[src/rtl/raw_event_interleaver.sv]
`timescale 1ns/1ps
module raw_event_interleaver #(
  parameter int N_A      = 320,
  parameter int N_K      = 384,
  parameter int SAMPLE_W = 12,
  parameter int WORD_W   = 16,
  parameter int SHIFT    = 3
) (
  input  logic                clk,
  input  logic                rst_n,
  input  logic                trig,
  input  logic                strobe,
  input  logic [SAMPLE_W-1:0] adc_a,
  input  logic [SAMPLE_W-1:0] adc_b,
  input  logic [SAMPLE_W-1:0] adc_k,
  output logic [WORD_W-1:0]   evt_data,
  output logic                evt_valid,
  input  logic                evt_ready,
  output logic                evt_last,
  output logic                trig_err
);
  localparam int CH_W = $clog2(N_K);
  localparam logic [CH_W-1:0] MID_CH  = CH_W'(N_A);
  localparam logic [CH_W-1:0] LAST_CH = CH_W'(N_K - 1);

  logic                busy, hdr_v, buf_v;
  logic [1:0]          sel;
  logic [CH_W-1:0]     ch;
  logic [WORD_W-1:0]   evt_cnt, hdr_word;
  logic [SAMPLE_W-1:0] sa, sb, sk, cur;
  logic [WORD_W-1:0]   ext;
  logic                accept, cap;

  assign accept = trig & ~busy;
  assign cap    = busy & ~hdr_v & ~buf_v & strobe;

  always_comb begin
    case (sel)
      2'd0:    cur = sa;
      2'd1:    cur = sb;
      default: cur = sk;
    endcase
  end

  assign ext       = {{(WORD_W-SAMPLE_W){1'b0}}, cur};
  assign evt_data  = buf_v ? (ext << SHIFT) : hdr_word;
  assign evt_valid = hdr_v | buf_v;
  assign evt_last  = buf_v & (sel == 2'd2) & (ch == LAST_CH);

  always_ff @(posedge clk) begin
    if (!rst_n) begin
      busy     <= 1'b0;
      hdr_v    <= 1'b0;
      buf_v    <= 1'b0;
      sel      <= 2'd0;
      ch       <= '0;
      evt_cnt  <= '0;
      hdr_word <= '0;
      sa       <= '0;
      sb       <= '0;
      sk       <= '0;
      trig_err <= 1'b0;
    end else begin
      trig_err <= trig & busy;
      if (accept) begin
        busy     <= 1'b1;
        hdr_v    <= 1'b1;
        hdr_word <= evt_cnt;
        evt_cnt  <= evt_cnt + 1'b1;
        ch       <= '0;
      end
      if (hdr_v && evt_ready) hdr_v <= 1'b0;
      if (cap) begin
        buf_v <= 1'b1;
        sa    <= adc_a;
        sb    <= adc_b;
        sk    <= adc_k;
        sel   <= (ch < MID_CH) ? 2'd0 : 2'd2;
      end
      if (buf_v && evt_ready) begin
        if (sel == 2'd2) begin
          buf_v <= 1'b0;
          if (ch == LAST_CH) busy <= 1'b0;
          else               ch   <= ch + 1'b1;
        end else begin
          sel <= sel + 2'd1;
        end
      end
    end
  end

  assert_hold_under_stall_R7: assert property (@(posedge clk) disable iff (!rst_n)
    evt_valid && !evt_ready |=> evt_valid && $stable(evt_data) && $stable(evt_last));

  assert_last_on_k_word_R6: assert property (@(posedge clk) disable iff (!rst_n)
    evt_last |-> evt_valid && busy && sel == 2'd2);

  assert_header_follows_accept_R2: assert property (@(posedge clk) disable iff (!rst_n)
    trig && !busy |=> evt_valid && evt_data == $past(evt_cnt));

  assert_held_slot_kept_R9: assert property (@(posedge clk) disable iff (!rst_n)
    buf_v && !(evt_ready && sel == 2'd2) |=> $stable({sa, sb, sk}));

  assert_quiet_when_idle_R10: assert property (@(posedge clk) disable iff (!rst_n)
    !busy |-> !evt_valid);

  assert_err_needs_open_event_R8: assert property (@(posedge clk) disable iff (!rst_n)
    trig_err |-> $past(busy));

  assert_tail_k_only_R4: assert property (@(posedge clk) disable iff (!rst_n)
    buf_v && ch >= MID_CH |-> sel == 2'd2);
endmodule

[config.mk]
export PLATFORM = sky130hd
export DESIGN_NAME = raw_event_interleaver
export DESIGN_NICKNAME = d
export VERILOG_FILES = /design/src/rtl/raw_event_interleaver.sv
export SDC_FILE = /design/constraint.sdc
export NUM_CORES = 1
export LEC_CHECK = 0
export BUFFER_PORTS_ARGS = -buffer_cell sky130_fd_sc_hd__buf_2
export CORE_ASPECT_RATIO = 2
export CORE_MARGIN = 2
export CORE_UTILIZATION = 30
export DETAILED_ROUTE_END_ITERATION = 7
export PLACE_DENSITY = 0.5
export SLEW_MARGIN = 20
export SYNTH_ARGS = -nofsm -noshare
export SYNTH_HDL_FRONTEND = slang
export SYNTH_SLANG_ARGS = --single-unit
export TNS_END_PERCENT = 5
[constraint.sdc]
create_clock -name clk -period 2.3 [get_ports clk]
set_clock_uncertainty 0.1 [all_clocks]
set_input_delay 0.46 -clock clk [delete_from_list [all_inputs] [get_ports clk]]
set_output_delay 0.46 -clock clk [all_outputs]
set_load 0.01 [all_outputs]
==> flow_summary.toml <==
[critical_path]
worst-setup-path-type = "reg -> out"
cp_data_arrival_time_ns = 1.63
worst_path_max_delay_cell = "dfxtp_2"
crit_chain = "ha_2 > nand3_2 > nor3_2 > and3_1 > buf_2"
cp_max_fo = 5
worstSetupStartpointType = "register"
timing.critical_path.required_ns = 1.74
cp_slowest_stage_delay_ns = 0.36
worstSetupEndpointType = "primary output"

[place]
place.gp.congestion = 0.854
placement_stage_worst_setup_slack_ns = 0.100
port_buffers = 59
hpwl_mm = 7.52
detailed_place.area_um2 = 4170

[synth]
synthesis.nets = 503
synth_xor_xnor_area_share_pct = 2.87
main_combinational_cell_family_by_area_after_synthesis = "simple AND/OR/NAND/NOR gates"
yosys.area_share.adder_pct = 0.683
synthMuxAreaShare_pct = 8.36
synth_edf_count = 0
yosys_warnings = 0
synth-compound-area-share_pct = 13.5
syn-instance-count = 460
postSynth.asyncResetShare_pct = 0
main_flop_type_after_synthesis = "dfxtp_1"
cell_area_after_synthesis_um2 = 3660
synth.yosys.seq_area_share_pct = 45.3
synth_seq_cells = 83
synth_simple_gate_area_share_pct = 25.4
synth.avg_cell_area_um2 = 7.97
synth_cell_type_count = 39

[floorplan]
die_y_um = 160
core_region_area_um2 = 12100
floorplan.initialDensity_pct = 30.4
boundaryPins = 60
die-width_um = 82.2
floorplan.rows = 57
fp.dieArea_um2 = 13200

[power]
cellLeakagePower_nw = 1.68
power_per_cell_area_nw_per_um2 = 730
ir_drop_v = 0.000445

[drt]
wl_mm = 10.3
avgRoutedWirePerCell_um = 15.5
number_of_violations_reported_at_the_end_of_detailed_routing_iteration_0 = 175
drc = 0
vias_per_cell = 4.91
firstDrtPassIters = 4
number_of_antenna_violating_nets_in_the_routed_design = 0
vias = 3281

[layout]
layout-area-overhead-vs-synth_pct = 23.3
layout-drive-gt1-share_pct = 22.3
design_area_um2 = 4520
final_common_cell = "nand2_1"
nets_final = 560
num_antenna_cells = 0
layout.cells.most_common_list = "nand2_1, dfxtp_1, a21oi_1"

[run_status]
status = "finished clean"

[clock_tree]
cts_setup_buffers = 0
path_clk_slew_ns = 0.07
clock_tree.htree_level_count = 3
insertion_delay_ns = 0.34
cts_tree = "yes"
numCtsBuffers = 9
clock-sinks = 83
cts.root.buffer_cell = "clkbuf_16"
clock_path_buffers = 2

[timing]
relSlewSlack_pct = 57.4
layout_min_cycle_time_ns = 2.19
fmaxAchievable_ghz = 0.456
worstMarginPinSlew_ns = 0.637
number_of_setup_violations_in_the_final_report = 0
hold_viol_final = 0
timing.final.ws_setup_ns = 0.106
finalMaxSlewViolations = 0
unrepaired_setup_endpoints_after_global_routing = "no"
min_period_over_period_pct = 95.4
setup-tns-final_ns = 0

[grt]
grt_pass1_wl_mm = 16.3
groute.usage.overall_pct = 16.5
antenna_found_initial = 0
vias_in_the_first_global_route = 3125
grt_remaining_overflow = 0
pin_count_of_the_biggest_net_entering_global_routing = 39

[min_path]
worstHoldPathType = "in -> reg"

[job]
count_of_max_cap_constraint_violations = 0
[layout make-up]
type,instances,area [um2]
timing repair buffer,76,448
inverter,5,18.8
multi-input combinational,342,1870
fill,1284,7530
clock inverter,5,86.3
sequential,83,1670
clock buffer,10,239
tap,147,184
[synth_stat cells, drive strengths merged (2+ instances only)]
master  number  area (um2)
o31ai        2        20.0
mux2i       16         160
xor2         5        43.8
or3          3        18.8
nand2b       6        37.5
nor4         3        18.8
nand3       18        95.1
a311oi       2        17.5
mux2        13         146
o21ai       16        80.1
a21oi       60         300
a31oi        5        31.3
nor2        16        60.1
o211ai       2        15.0
ha           2        25.0
inv          5        18.8
a211oi       2        15.0
clkbuf      22        82.6
buf          8        41.3
and3         6        37.5
nand4b       3        26.3
nand4        6        37.5
nor2b        7        43.8
nand2      128         480
xnor2        7        61.3
nor3         7        35.0
dfxtp       83        1660
[routing by layer]
layer | up-vias | GRT usage [%] | wire, um
met5 | - | 0 | 0
met4 | 0 | 6.59 | 227
met3 | 13 | 2.98 | 390
met2 | 73 | 27.5 | 5310
met1 | 1522 | 20.7 | 4400
li1 | 1673 | - | -
[state kept, by name, summed over array words and instances, names as in the netlist]
name,flops
sk,12
sa,12
evt_cnt,16
sb,12
sel,2
hdr_word,16
buf_v,1
trig_err,1
ch,9
hdr_v,1
busy,1
[critical path: cells and delay by family (launching register included)]
| family | cells | cell delay [ns] |
|---|---|---|
| flip-flops | 1 | 0.36 |
| adder cells (fa/ha/maj) | 1 | 0.22 |
| buffers and inverters | 1 | 0.13 |
| AND/OR/NAND/NOR | 3 | 0.59 |
[power breakdown]
part           total (mW)  internal, mW  switching, mW
Combinational       0.218        0.0892          0.129
Sequential           1.51          1.47         0.0351
Clock                1.57         0.982          0.593
[final timing paths]
path | slack (ns) | from | endpoint | cells past startpoint
max | 0.11 | ch[0] | evt_last | 5
min | 0.25 | adc_k[3] | sk[3] | 3
max reg2reg | 0.43 | sel[0] | ch[7] | 5
min reg2reg | 0.35 | hdr_word[8] | hdr_word[8] | 2
[cell families after synthesis]
logic type	after synthesis
muxes	29
xor gates and xnor gates	12
and+or+nand+nor	208
AOI/OAI and AO/OA	91
adders and majority gates	2
buffers and inverters	35
DFF	83
[through the flow]
step,total power [mW],hold slack (ns),instances,utilization (%)
floorplan,1.66,0.332,460,-
global placement,1.76,0.345,653,34.6
detailed placement,1.76,0.347,653,34.6
CTS,3.34,0.243,668,37.4
global route,3.43,0.261,668,37.5
finish,3.30,0.254,668,37.5
[repair_timing]
item,in CTS,in global routing
hold buffers,0,0
gates resized for setup,4,4
hold endpoints to repair,0,0
pin swaps,0,1
endpoints found under the setup margin,13,1
Note: power is estimated with default switching activity, not from simulation.
